===== src/rtl/upd_seq_pkg.sv =====
package upd_seq_pkg;
   localparam int NPH        = 7;
   localparam int SLOT_W     = 3;
   localparam int SLOT_CKON  = 0;
   localparam int SLOT_ANON  = 1;
   localparam int SLOT_DRIVE = 4;
   localparam int SLOT_ANOFF = 5;
   localparam int SLOT_CKOFF = 6;
   localparam int MODE_BIT   = 3;

   typedef enum logic [1:0] {ST_IDLE, ST_PICK, ST_RUN} seq_st_t;

   // mask bit owned by a phase slot: slots 0..3 -> bits 7..4, slots 4..6 -> bits 2..0
   function automatic logic [2:0] slot_bit(input logic [SLOT_W-1:0] s);
      if (s < 3'd4) return 3'd7 - s;
      else          return 3'd6 - s;
   endfunction
endpackage


===== src/rtl/upd_cmd_dec.sv =====
module upd_cmd_dec #(
   parameter int          BW       = 8,
   parameter logic [BW-1:0] CMD_MASK = 8'h22,
   parameter logic [BW-1:0] CMD_GO   = 8'h20
) (
   input  logic          clk,
   input  logic          rst_n,
   input  logic          in_vld,
   input  logic          in_is_data,
   input  logic [BW-1:0] in_byte,
   output logic          go,
   output logic          mask_wr,
   output logic [BW-1:0] mask_q
);
   logic expect_q;

   assign go      = in_vld && !in_is_data && (in_byte == CMD_GO);
   assign mask_wr = in_vld &&  in_is_data && expect_q;

   always_ff @(posedge clk or negedge rst_n) begin
      if (!rst_n) begin
         expect_q <= 1'b0;
         mask_q   <= '0;
      end else begin
         if (in_vld) expect_q <= !in_is_data && (in_byte == CMD_MASK);
         if (mask_wr) mask_q <= in_byte;
      end
   end

   p_wr_not_go_r2: assert property (@(posedge clk) disable iff (!rst_n)
      mask_wr |-> !go);
   p_mask_hold_r2: assert property (@(posedge clk) disable iff (!rst_n)
      !mask_wr |=> $stable(mask_q));
endmodule


===== src/rtl/upd_phase_stub.sv =====
module upd_phase_stub #(
   parameter int LAT = 2,
   parameter int CW  = 4
) (
   input  logic clk,
   input  logic rst_n,
   input  logic start,
   output logic done
);
   logic [CW-1:0] cnt_q;

   if (LAT < 1) begin : g_bad_lat
      $error("phase latency must be at least 1");
   end

   always_ff @(posedge clk or negedge rst_n) begin
      if (!rst_n)            cnt_q <= '0;
      else if (start)        cnt_q <= CW'(LAT);
      else if (cnt_q != '0)  cnt_q <= cnt_q - 1'b1;
   end

   assign done = (cnt_q == CW'(1));

   p_no_restart_r5: assert property (@(posedge clk) disable iff (!rst_n)
      start |-> cnt_q == '0);
endmodule


===== src/rtl/upd_seq_fsm.sv =====
module upd_seq_fsm
   import upd_seq_pkg::*;
#(
   parameter int BW = 8
) (
   input  logic           clk,
   input  logic           rst_n,
   input  logic           go,
   input  logic [BW-1:0]  mask_in,
   input  logic [NPH-1:0] ph_done,
   output logic [NPH-1:0] ph_start,
   output logic [NPH-1:0] phase_act,
   output logic           busy,
   output logic           drive_mode2,
   output logic           clk_on,
   output logic           ana_on,
   output logic           drive_err
);
   seq_st_t           st_q;
   logic [SLOT_W-1:0] cur_q;
   logic [BW-1:0]     run_mask_q;
   logic              en, blocked, last;
   logic [NPH-1:0]    cur_oh;

   always_comb begin
      cur_oh  = NPH'(1) << cur_q;
      en      = run_mask_q[slot_bit(cur_q)];
      blocked = (cur_q == SLOT_W'(SLOT_DRIVE)) && !ana_on;
      last    = (cur_q == SLOT_W'(NPH-1));
   end

   assign ph_start    = (st_q == ST_PICK && en && !blocked) ? cur_oh : '0;
   assign phase_act   = (st_q == ST_RUN) ? cur_oh : '0;
   assign drive_mode2 = phase_act[SLOT_DRIVE] && run_mask_q[MODE_BIT];

   always_ff @(posedge clk or negedge rst_n) begin
      if (!rst_n) begin
         st_q       <= ST_IDLE;
         cur_q      <= '0;
         run_mask_q <= '0;
         busy       <= 1'b0;
         clk_on     <= 1'b0;
         ana_on     <= 1'b0;
         drive_err  <= 1'b0;
      end else begin
         unique case (st_q)
            ST_IDLE: if (go) begin
               run_mask_q <= mask_in;
               cur_q      <= '0;
               busy       <= 1'b1;
               drive_err  <= 1'b0;
               st_q       <= ST_PICK;
            end
            ST_PICK: begin
               if (en && !blocked) begin
                  st_q <= ST_RUN;
               end else begin
                  if (en) drive_err <= 1'b1;
                  if (last) begin
                     busy <= 1'b0;
                     st_q <= ST_IDLE;
                  end else begin
                     cur_q <= cur_q + 1'b1;
                  end
               end
            end
            ST_RUN: if (|(ph_done & cur_oh)) begin
               case (cur_q)
                  SLOT_W'(SLOT_CKON):  clk_on <= 1'b1;
                  SLOT_W'(SLOT_ANON):  ana_on <= 1'b1;
                  SLOT_W'(SLOT_ANOFF): ana_on <= 1'b0;
                  SLOT_W'(SLOT_CKOFF): clk_on <= 1'b0;
                  default: ;
               endcase
               if (last) begin
                  busy <= 1'b0;
                  st_q <= ST_IDLE;
               end else begin
                  cur_q <= cur_q + 1'b1;
                  st_q  <= ST_PICK;
               end
            end
            default: st_q <= ST_IDLE;
         endcase
      end
   end

   p_act_onehot_r5: assert property (@(posedge clk) disable iff (!rst_n)
      $onehot0(phase_act));
   p_idle_quiet_r3: assert property (@(posedge clk) disable iff (!rst_n)
      !busy |-> phase_act == '0);
   p_drive_rails_r9: assert property (@(posedge clk) disable iff (!rst_n)
      phase_act[SLOT_DRIVE] |-> ana_on);
   p_err_in_run_r9: assert property (@(posedge clk) disable iff (!rst_n)
      $rose(drive_err) |-> $past(busy));
   p_go_ignored_r10: assert property (@(posedge clk) disable iff (!rst_n)
      (busy && go) |=> $stable(run_mask_q));
   p_mode2_in_drive_r8: assert property (@(posedge clk) disable iff (!rst_n)
      drive_mode2 |-> phase_act[SLOT_DRIVE]);
   p_start_when_busy_r3: assert property (@(posedge clk) disable iff (!rst_n)
      (ph_start != '0) |-> busy);
endmodule


===== src/rtl/upd_seq_ctrl.sv =====
module upd_seq_ctrl
   import upd_seq_pkg::*;
#(
   parameter int              BW       = 8,
   parameter logic [BW-1:0]   CMD_MASK = 8'h22,
   parameter logic [BW-1:0]   CMD_GO   = 8'h20,
   parameter int              LAT_BASE = 2,
   parameter int              LAT_STEP = 1
) (
   input  logic           clk,
   input  logic           rst_n,
   input  logic           in_vld,
   input  logic           in_is_data,
   input  logic [BW-1:0]  in_byte,
   output logic           busy,
   output logic [NPH-1:0] phase_act,
   output logic           drive_mode2,
   output logic           clk_on,
   output logic           ana_on,
   output logic           drive_err
);
   localparam int LAT_MAX = LAT_BASE + LAT_STEP * (NPH - 1);
   localparam int CW      = $clog2(LAT_MAX + 1);

   if (BW != 8) begin : g_bad_bw
      $error("mask byte width must be 8");
   end
   if (LAT_BASE < 1 || LAT_STEP < 0) begin : g_bad_lat
      $error("phase latency parameters out of range");
   end

   logic           go, mask_wr;
   logic [BW-1:0]  mask_q;
   logic [NPH-1:0] ph_start, ph_done;

   upd_cmd_dec #(.BW(BW), .CMD_MASK(CMD_MASK), .CMD_GO(CMD_GO)) u_dec (
      .clk(clk), .rst_n(rst_n), .in_vld(in_vld), .in_is_data(in_is_data),
      .in_byte(in_byte), .go(go), .mask_wr(mask_wr), .mask_q(mask_q));

   for (genvar i = 0; i < NPH; i++) begin : g_stub
      upd_phase_stub #(.LAT(LAT_BASE + LAT_STEP * i), .CW(CW)) u_stub (
         .clk(clk), .rst_n(rst_n), .start(ph_start[i]), .done(ph_done[i]));
   end

   upd_seq_fsm #(.BW(BW)) u_fsm (
      .clk(clk), .rst_n(rst_n), .go(go), .mask_in(mask_q),
      .ph_done(ph_done), .ph_start(ph_start), .phase_act(phase_act),
      .busy(busy), .drive_mode2(drive_mode2), .clk_on(clk_on),
      .ana_on(ana_on), .drive_err(drive_err));

   p_busy_needs_go_r3: assert property (@(posedge clk) disable iff (!rst_n)
      $rose(busy) |-> $past(go));
endmodule


===== config.mk =====
export PLATFORM = sky130hd
export DESIGN_NAME = upd_seq_ctrl
export DESIGN_NICKNAME = d
export VERILOG_FILES = /design/src/rtl/upd_seq_pkg.sv /design/src/rtl/upd_cmd_dec.sv /design/src/rtl/upd_phase_stub.sv /design/src/rtl/upd_seq_fsm.sv /design/src/rtl/upd_seq_ctrl.sv
export SDC_FILE = /design/constraint.sdc
export NUM_CORES = 1
export LEC_CHECK = 0
export BUFFER_PORTS_ARGS = -buffer_cell sky130_fd_sc_hd__buf_2
export CORE_MARGIN = 5
export CORE_UTILIZATION = 40
export DETAILED_ROUTE_END_ITERATION = 10
export PLACE_DENSITY = 0.67
export SLEW_MARGIN = 10
export SYNTH_ARGS = -nofsm -noshare
export SYNTH_HDL_FRONTEND = slang
export SYNTH_HIERARCHICAL = 1
export SYNTH_SLANG_ARGS = --single-unit

===== constraint.sdc =====
create_clock -name clk -period 4.7 [get_ports clk]
set_clock_uncertainty 0.2 [all_clocks]
set_input_delay 0.47 -clock clk [delete_from_list [all_inputs] [get_ports clk]]
set_output_delay 0.47 -clock clk [all_outputs]
set_load 0.005 [all_outputs]

==> results of run 1 <==
==> path summary, 6_finish.rpt <==
check,startpoint,to,cells past startpoint
hold reg to reg,u_dec/mask_q[4]$_DFFE_PN0P_,u_dec/mask_q[4]$_DFFE_PN0P_,1
max in group asynchronous,rst_n,g_stub[1].u_stub/cnt_q[1]$_DFFE_PN0P_,2
hold / removal,rst_n,g_stub[2].u_stub/cnt_q[2]$_DFFE_PN0P_,2
min in group clk,in_byte[4],u_dec/mask_q[4]$_DFFE_PN0P_,2
setup / recovery,u_fsm/cur_q[2]$_DFFE_PN0P_,g_stub[3].u_stub/cnt_q[3]$_DFFE_PN0P_,7
setup reg to reg,u_fsm/cur_q[2]$_DFFE_PN0P_,g_stub[3].u_stub/cnt_q[3]$_DFFE_PN0P_,7
==> metal layers <==
layer	routed length (µm)	vias up
met5	0	-
met4	38	0
met3	245	4
met2	2896	34
met1	2985	1123
li1	-	1143
==> stage by stage <==
step                worst slack (ns)  util (%)  hold WS, ns  instances  instance area, µm²
floorplan                      2.068         -     -0.02559        310                3448
global placement               1.686     44.37       0.2763        436                3682
detailed placement             1.612     44.37       0.2867        436                3682
CTS                            1.586     45.51       0.1202        444                3777
global route                   1.310     45.51       0.1476        444                3777
finish                         1.608     45.51      0.08309        444                3777
==> layout make-up <==
| class | count | area share, % |
|---|---|---|
| clock inverters | 2 | 0.3312 |
| flip-flops and latches | 54 | 35.77 |
| well taps | 105 | 3.478 |
| clock buffers | 6 | 2.186 |
| repair buffers | 24 | 3.246 |
| inverters | 23 | 2.286 |
| multi-input cells | 230 | 52.70 |
==> cells in the final DEF (no fill, tap or decap), drive strengths merged, types with 9 or more instances in the layout <==
cell,instances
dfrtp,54
mux2,35
nor2b,29
ha,29
buf,24
inv,23
nor2,19
nor3b,16
mux2i,15
nor3,13
nand2b,10
and3,9
==> state kept, by name, summed over array words and instances (netlist names) <==
name and cells:
u_fsm/clk_on 1, u_fsm/ana_on 1, u_fsm/run_mask_q 8, u_fsm/st_q 2, u_fsm/cur_q 3, u_fsm/drive_err 1
u_fsm/busy 1, u_dec/mask_q 8, u_dec/expect_q 1, g_stub.u_stub/cnt_q 28
==> where the power goes <==
part,switching (mW),total (mW),internal [mW]
Combinational,0.0132,0.0206,0.00735
Clock,0.154,0.273,0.119
Sequential,0.00201,0.470,0.468
Total,0.170,0.764,0.595
==> flow_summary.toml, run 1 <==
[setup_path]
path_delay_family = "multiplexers"
critPathLaunchType = "flop"
r2r_slack_ns = 1.61
critPathKind = "reg -> reg"
crit_required_ns = 4.70
cp_max_fo = 17
end_kind = "flop"
crit_arrival_ns = 3.09
cpMaxStageDelayCell = "dfrtp_1"
slowest_delay_ns = 0.74
path_cells = "ha_1, mux2i_1, mux2_1, o2bb2ai_2, and2_1, nor3_1, mux2_1"
cp_common_cell = "mux2_1"
cp.buffers_inverters = 0

[power_and_ir_drop]
p_total_uw = 764.2
powerDensity_nw_per_um2 = 202.3
ir_drop_mv = 0.1889
leakagePower_nw = 1.948

[clock_network]
clkSinkCount = 54
cts_tree = "yes"
clkTransAtPathRegs_ns = 0.10
ctsResizeCount = 0
cts_buffer_depth = 2
cts_buffers = 5
clk_latency_ns = 0.30
post_cts_buffers = 0
cts_root_buf = "clkbuf_8"
holdBufCountCts = 0
htree_levels = 2

[logic_synthesis]
avgSynthCellArea_um2 = 11.12
synth_fp_nets = 351
postSynthCellCount = 310
ys_warn_count = 6
synth_area_um2 = 3448

[global_route]
grt_util_met1_pct = 17.06
antenna_found_initial = 0
grtUsageMet2_pct = 21.60
overflow = 0
grt_busiest_layer = "met2"
grt_use_total_pct = 12.79
grt_pass1_vias = 2370
grt_max_degree = 55
grt_pass1_wl_um = 10920
gr-usage-met3_pct = 3.045

[drt]
drc = 0
via_per_inst = 5.189
via_count = 2304
totalWireLength_um = 6165
routedWlPerCell_um = 13.89
first_pass_iters = 4
initialDrtViolationCount = 130
ant_nets = 0

[sta]
grt_setup_unrepaired = "no"
tightest_slew_ns = 0.6883
finalMaxSlewViolations = 0
fin_tns_setup_ns = 0
relSlewSlack_pct = 54.11
finalHoldViolations = 0
finalCriticalPeriod_ns = 3.092
timing.final.crit_share_pct = 65.79
fmax_mhz = 323.4
setup_viol = 0

[floorplan]
dieArea_um2 = 10580
die_y_um = 102.9
ios = 24
coreArea_um2 = 8299
start_util_pct = 41.55
die_w_um = 102.9
num_rows = 33

[layout]
fin_nets = 379
regArea_um2 = 1351
num-fill-cells = 776
synthToLayoutAreaGrowth_pct = 9.543
multiInputGateArea_um2 = 1991
drive_gt1_share_pct = 23.60
n_antenna_cell = 0

[placement]
place_congestion = 0.8651
io_buffers = 23
hpwl_um = 4621

[worst_hold_path]
hold_class = "in -> async"

[run]
max_cap_violations = 0

[outcome]
status = "complete, no violations"
Note: power is estimated with default switching activity, not from simulation.
==> inputs of run 2 (changes only) <==
Settings changed: PLACE_DENSITY 0.67 to 0.69.
Clock period 4.7 ns to 2.84 ns, I/O delays scaled along.
==> run 2 against run 1 <==
  * First-iteration DRC count fell by 27%
  * Final area is 3.3% higher
  * Flip-flop and latch count stayed put
  * Combinational power up 100%
  * Die area stayed put
  * Power is 68% higher
  * Clock power grew 70%
  * Critical path type unchanged
  * Critical endpoint is now g_stub[4].u_stub/cnt_q[3]$_DFFE_PN0P_
  * Highest routed layer unchanged
==> flow_summary.toml, run 2 (synthesized netlist as in run 1, its figures left out) <==
[drt]
first_pass_iters = 6
totalWireLength_um = 6413
via_count = 2349
initialDrtViolationCount = 95
drc = 0
routedWlPerCell_um = 14.16
ant_nets = 0
via_per_inst = 5.185

[power_and_ir_drop]
ir_drop_mv = 0.2232
powerDensity_nw_per_um2 = 328.9
leakagePower_nw = 2.002
p_total_mw = 1.283

[floorplan]
ios = 24
dieArea_um2 = 10580
die_w_um = 102.9
coreArea_um2 = 8299
start_util_pct = 41.55
die_y_um = 102.9
num_rows = 33

[sta]
finalMaxSlewViolations = 0
relSlewSlack_pct = 58.87
hold_slack_ns = 0.01211
timing.final.crit_share_pct = 94.60
tightest_slew_ns = 0.6170
layout_setup_ws_ns = 0.1533
fmax_mhz = 372.2
finalCriticalPeriod_ns = 2.687
setup_viol = 0
finalHoldViolations = 0

[layout]
n_antenna_cell = 0
top_register = "g_stub.u_stub/cnt_q"
final_core_util_pct = 47.02
largest_reg_flops = 28
top_regs = "g_stub.u_stub/cnt_q: 28 flops, u_dec/mask_q: 8 flops, u_fsm/run_mask_q: 8 flops"
fin_nets = 388
mostFrequentLayoutCell = "dfrtp_1"
regArea_um2 = 1351
drive_gt1_share_pct = 25.00
layout_common_cells = "54 x dfrtp_1, 29 x nor2b_1, 29 x ha_1"
synthToLayoutAreaGrowth_pct = 13.17
num-fill-cells = 778
multiInputGateArea_um2 = 2018

[clock_network]
cts_buffer_depth = 2
clk_latency_ns = 0.31
cts_buffers = 5
cts_root_buf = "clkbuf_8"
htree_levels = 2
clkTransAtPathRegs_ns = 0.10
clkSinkCount = 54
post_cts_buffers = 0
cts_tree = "yes"

[setup_path]
setup.worst_path.end = "g_stub[4].u_stub/cnt_q[3]$_DFFE_PN0P_"
reg2reg_depth = 8
critPathLaunch = "u_fsm/cur_q[0]$_DFFE_PN0P_"
critPathKind = "reg -> reg"
critPathLaunchType = "flop"
end_kind = "flop"
cp_max_fo = 10
r2r_slack_ns = 0.15
crit_arrival_ns = 2.68
cpMaxStageDelayCell = "mux2_1"
crit_required_ns = 2.84
timing.rr.start = "u_fsm/cur_q[0]$_DFFE_PN0P_"
slowest_delay_ns = 0.41
path_cells = "inv_1, ha_1, mux2i_4, mux2_1, o2bb2ai_4, and3_1, nor3_1, mux2_2"
r2r-end = "g_stub[4].u_stub/cnt_q[3]$_DFFE_PN0P_"

[placement]
hpwl_um = 4861
place_congestion = 0.8481
dp_slack_ns = 0.04376
io_buffers = 23

[global_route]
grt_pass1_vias = 2476
antenna_found_initial = 0
grt_max_degree = 30
grt_pass1_wl_um = 11350
grt_use_total_pct = 13.29
overflow = 0

[worst_hold_path]
hold_class = "in -> reg"

[outcome]
status = "complete, no violations"

[run]
max_cap_violations = 0
## run 2: cell count changes in the layout (fill, tap and decap cells not counted), sizes merged
cell | before | now
buf | 24 | 28
clkinv | 1 | 2
dlygate4sd3 | 0 | 5
clkinvlp | 1 | 0
## run 2: worst min path at each step
stage	end	start	slack (ns)	cells after the start
after floorplan	g_stub[0].u_stub/cnt_q[0]$_DFFE_PN0P_	rst_n	-0.21	0
after global placement	g_stub[4].u_stub/cnt_q[1]$_DFFE_PN0P_	rst_n	0.13	1
after detailed placement	g_stub[4].u_stub/cnt_q[1]$_DFFE_PN0P_	rst_n	0.14	1
after CTS	u_dec/mask_q[0]$_DFFE_PN0P_	in_byte[0]	0.003	2
after global routing	u_dec/mask_q[7]$_DFFE_PN0P_	in_byte[7]	0.003	2
final	u_dec/mask_q[7]$_DFFE_PN0P_	in_byte[7]	0.01	2
## run 2: power breakdown
part	switching, mW	internal (mW)	total, mW
logic	0.0233	0.0185	0.0418
clock network	0.262	0.201	0.463
registers	0.00313	0.775	0.778
total	0.288	0.995	1.28
## run 2: stage by stage
| step | setup TNS, ns | instance area, µm² | std cells |
|---|---|---|---|
| CTS | 0 | 3865 | 452 |
| global placement | 0 | 3725 | 440 |
| floorplan | 0 | 3448 | 310 |
| finish | 0 | 3902 | 453 |
| global route | -0.00001910 | 3902 | 453 |
| detailed placement | 0 | 3725 | 440 |
## run 2: area by class of cell
class | instances | share of cell area (%)
clock buffer | 6 | 2.116
clock inverter | 2 | 0.4489
inverter | 23 | 2.212
multi-input combinational | 230 | 51.72
sequential | 54 | 34.63
tap | 105 | 3.366
timing repair buffer | 33 | 5.515
## run 2: routing by layer
layer | track usage [%] | vias to the layer above | part of all wire [%]
met5 | 0 | - | 0
met4 | 2.092 | 0 | 0.25
met2 | 22.10 | 35 | 49
li1 | - | 1161 | -
met3 | 2.842 | 2 | 3.9
met1 | 18.24 | 1151 | 47
## run 2: what timing repair did
action	in CTS	in global routing
hold buffers	4	1
endpoints found under the setup margin	0	16
hold endpoints to repair	28	1
gates resized for setup	0	4
## run 2: worst max-delay path: cells and delay by family (launching register included)
family                     cells  cell delay [ns]
muxes                          3             0.87
and+or+nand+nor                2             0.45
DFF                            1             0.36
adders and majority gates      1             0.34
buffers and inverters          1             0.07
AOI/OAI and AO/OA              1             0.28
==> inputs of run 3 (changes only) <==
Settings changed: CORE_UTILIZATION 40 to 55, PLACE_DENSITY 0.69 to 0.87, SETUP_SLACK_MARGIN set to 0.4.
==> run 3 against run 2 <==
  * Final cell count is 2.9% lower
  * Die area fell by 25%
  * Power up 3.6%
  * Count of clock-buffer cells in the layout stayed put
  * Utilization rose by 23 points
  * Worst hold slack worse by 0.00088 ns
  * Via count rose by 7.4%
  * Highest routed layer unchanged
==> flow_summary.toml, run 3 (synthesized netlist as in run 1, its figures left out) <==
[sta]
grt_setup_unrepaired = "yes"
timing.final.crit_share_pct = 89.70
finalHoldViolations = 0
fin_tns_setup_ns = 0
finalMaxSlewViolations = 0
setup_viol = 0
tightest_slew_ns = 0.6016
finalCriticalPeriod_ns = 2.547
relSlewSlack_pct = 59.89
fmax_mhz = 392.6

[global_route]
grt_max_degree = 32
grt_pass1_vias = 2552
grt_pass1_wl_um = 11790
antenna_found_initial = 0
overflow = 0
grt_use_total_pct = 18.86

[run]
max_cap_violations = 0

[setup_path]
crit_required_ns = 2.81
end_kind = "flop"
critPathKind = "reg -> reg"
cp_common_cell = "buf_4"
cpMaxStageDelayCell = "dfrtp_2"
critPathLaunch = "u_fsm/cur_q[2]$_DFFE_PN0P_"
timing.rr.start = "u_fsm/cur_q[2]$_DFFE_PN0P_"
path_delay_family = "compound AO/OA/AOI/OAI gates"
crit_arrival_ns = 2.52
slowest_delay_ns = 0.48
cp_max_fo = 5
path_cells = "ha_4, mux2i_2, mux2_4, buf_4, o2bb2ai_2, buf_4, o41ai_2, o31ai_2"
critPathLaunchType = "flop"
cp.buffers_inverters = 2

[layout]
mostFrequentLayoutCell = "dfrtp_1"
largest_reg_flops = 28
layout_common_cells = "50 x dfrtp_1, 29 x nor2b_1, 27 x ha_1"
fin_nets = 405
top_regs = "g_stub.u_stub/cnt_q: 28 flops, u_dec/mask_q: 8 flops, u_fsm/run_mask_q: 8 flops"
final_cells = 440
drive_gt1_share_pct = 38.63
synthToLayoutAreaGrowth_pct = 21.77
n_antenna_cell = 0
top_register = "g_stub.u_stub/cnt_q"

[clock_network]
cts_buffer_depth = 2
clkSinkCount = 54
cts_buffers = 5
htree_levels = 2
cts_tree = "yes"
clkTransAtPathRegs_ns = 0.10
cts_root_buf = "clkbuf_8"
clk_latency_ns = 0.31

[placement]
place_congestion = 0.8520
io_buffers = 23
hpwl_um = 4810
dp_cells = 407

[floorplan]
start_util_pct = 57.23
num_rows = 28
die_w_um = 89.18
ios = 24
dieArea_um2 = 7953
coreArea_um2 = 6026
die_y_um = 89.18

[drt]
ant_nets = 0
drc = 0
via_count = 2524
totalWireLength_um = 7166
routedWlPerCell_um = 16.29
first_pass_iters = 4
via_per_inst = 5.736
initialDrtViolationCount = 213

[worst_hold_path]
min_from = "in_vld"
hold_class = "in -> reg"

[power_and_ir_drop]
ir_drop_mv = 0.3325
powerDensity_nw_per_um2 = 316.7
leakagePower_nw = 2.083

[outcome]
status = "complete, no violations"
[run 3: metal layers]
metal  GRT usage (%)  vias to the layer above  wire, µm
met5               0                        -         0
met4           5.548                        0        61
met3           3.502                        6       273
met2           31.88                       52      3704
met1           24.68                     1263      3126
li1                -                     1203         -
[run 3: repair_timing]
item / in CTS / in global routing
hold buffers: 3 / 0
endpoints found under the setup margin: 23 / 24
pin swaps: 6 / 8
resized for setup: 14 / 25
buffers inserted: 12 / 9
endpoints found under the hold margin: 25 / 0
cloned: 1 / 0
[run 3: layout make-up]
type                       count  area [µm²]
fill                         441        1827
multi-input combinational    231        2212
inverter                      23       88.84
clock buffer                   6       72.57
clock inverter                 2       37.54
tap                           75       93.84
sequential                    54        1356
timing repair buffer          49       337.8
[run 3: power by group]
part	switching, mW	internal (mW)	leakage [nW]	total, mW
combinational	0.0231	0.0167	1.29	0.0398
sequential	0.00344	0.775	0.739	0.778
clock	0.248	0.263	0.0514	0.512
total	0.275	1.05	2.08	1.33
[run 3: path summary, 6_finish.rpt]
kind	end	slack [ns]	cells past startpoint
setup / recovery	u_fsm/cur_q[1]$_DFFE_PN0P_	0.29	8
hold / removal	u_dec/expect_q$_DFFE_PN0P_	0.01	2
setup reg to reg	u_fsm/cur_q[1]$_DFFE_PN0P_	0.29	8
hold reg to reg	u_dec/mask_q[5]$_DFFE_PN0P_	0.30	1
max in group asynchronous	u_fsm/run_mask_q[6]$_DFFE_PN0P_	1.56	3
min in group asynchronous	g_stub[2].u_stub/cnt_q[3]$_DFFE_PN0P_	0.31	2
[run 3: through the flow]
step | hold slack (ns) | total power, mW | utilization [%] | setup WS (ns) | area [µm²]
floorplan | -0.2116 | 0.8008 | - | 0.4059 | 3527
global placement | 0.1128 | 0.8302 | 61.96 | 0.2597 | 3734
detailed placement | 0.1254 | 0.8323 | 61.96 | 0.1521 | 3734
CTS | 0.0005151 | 1.341 | 66.82 | 0.3539 | 4026
global route | 0.005630 | 1.385 | 69.68 | 0.1921 | 4199
finish | 0.01123 | 1.330 | 69.68 | 0.2927 | 4199
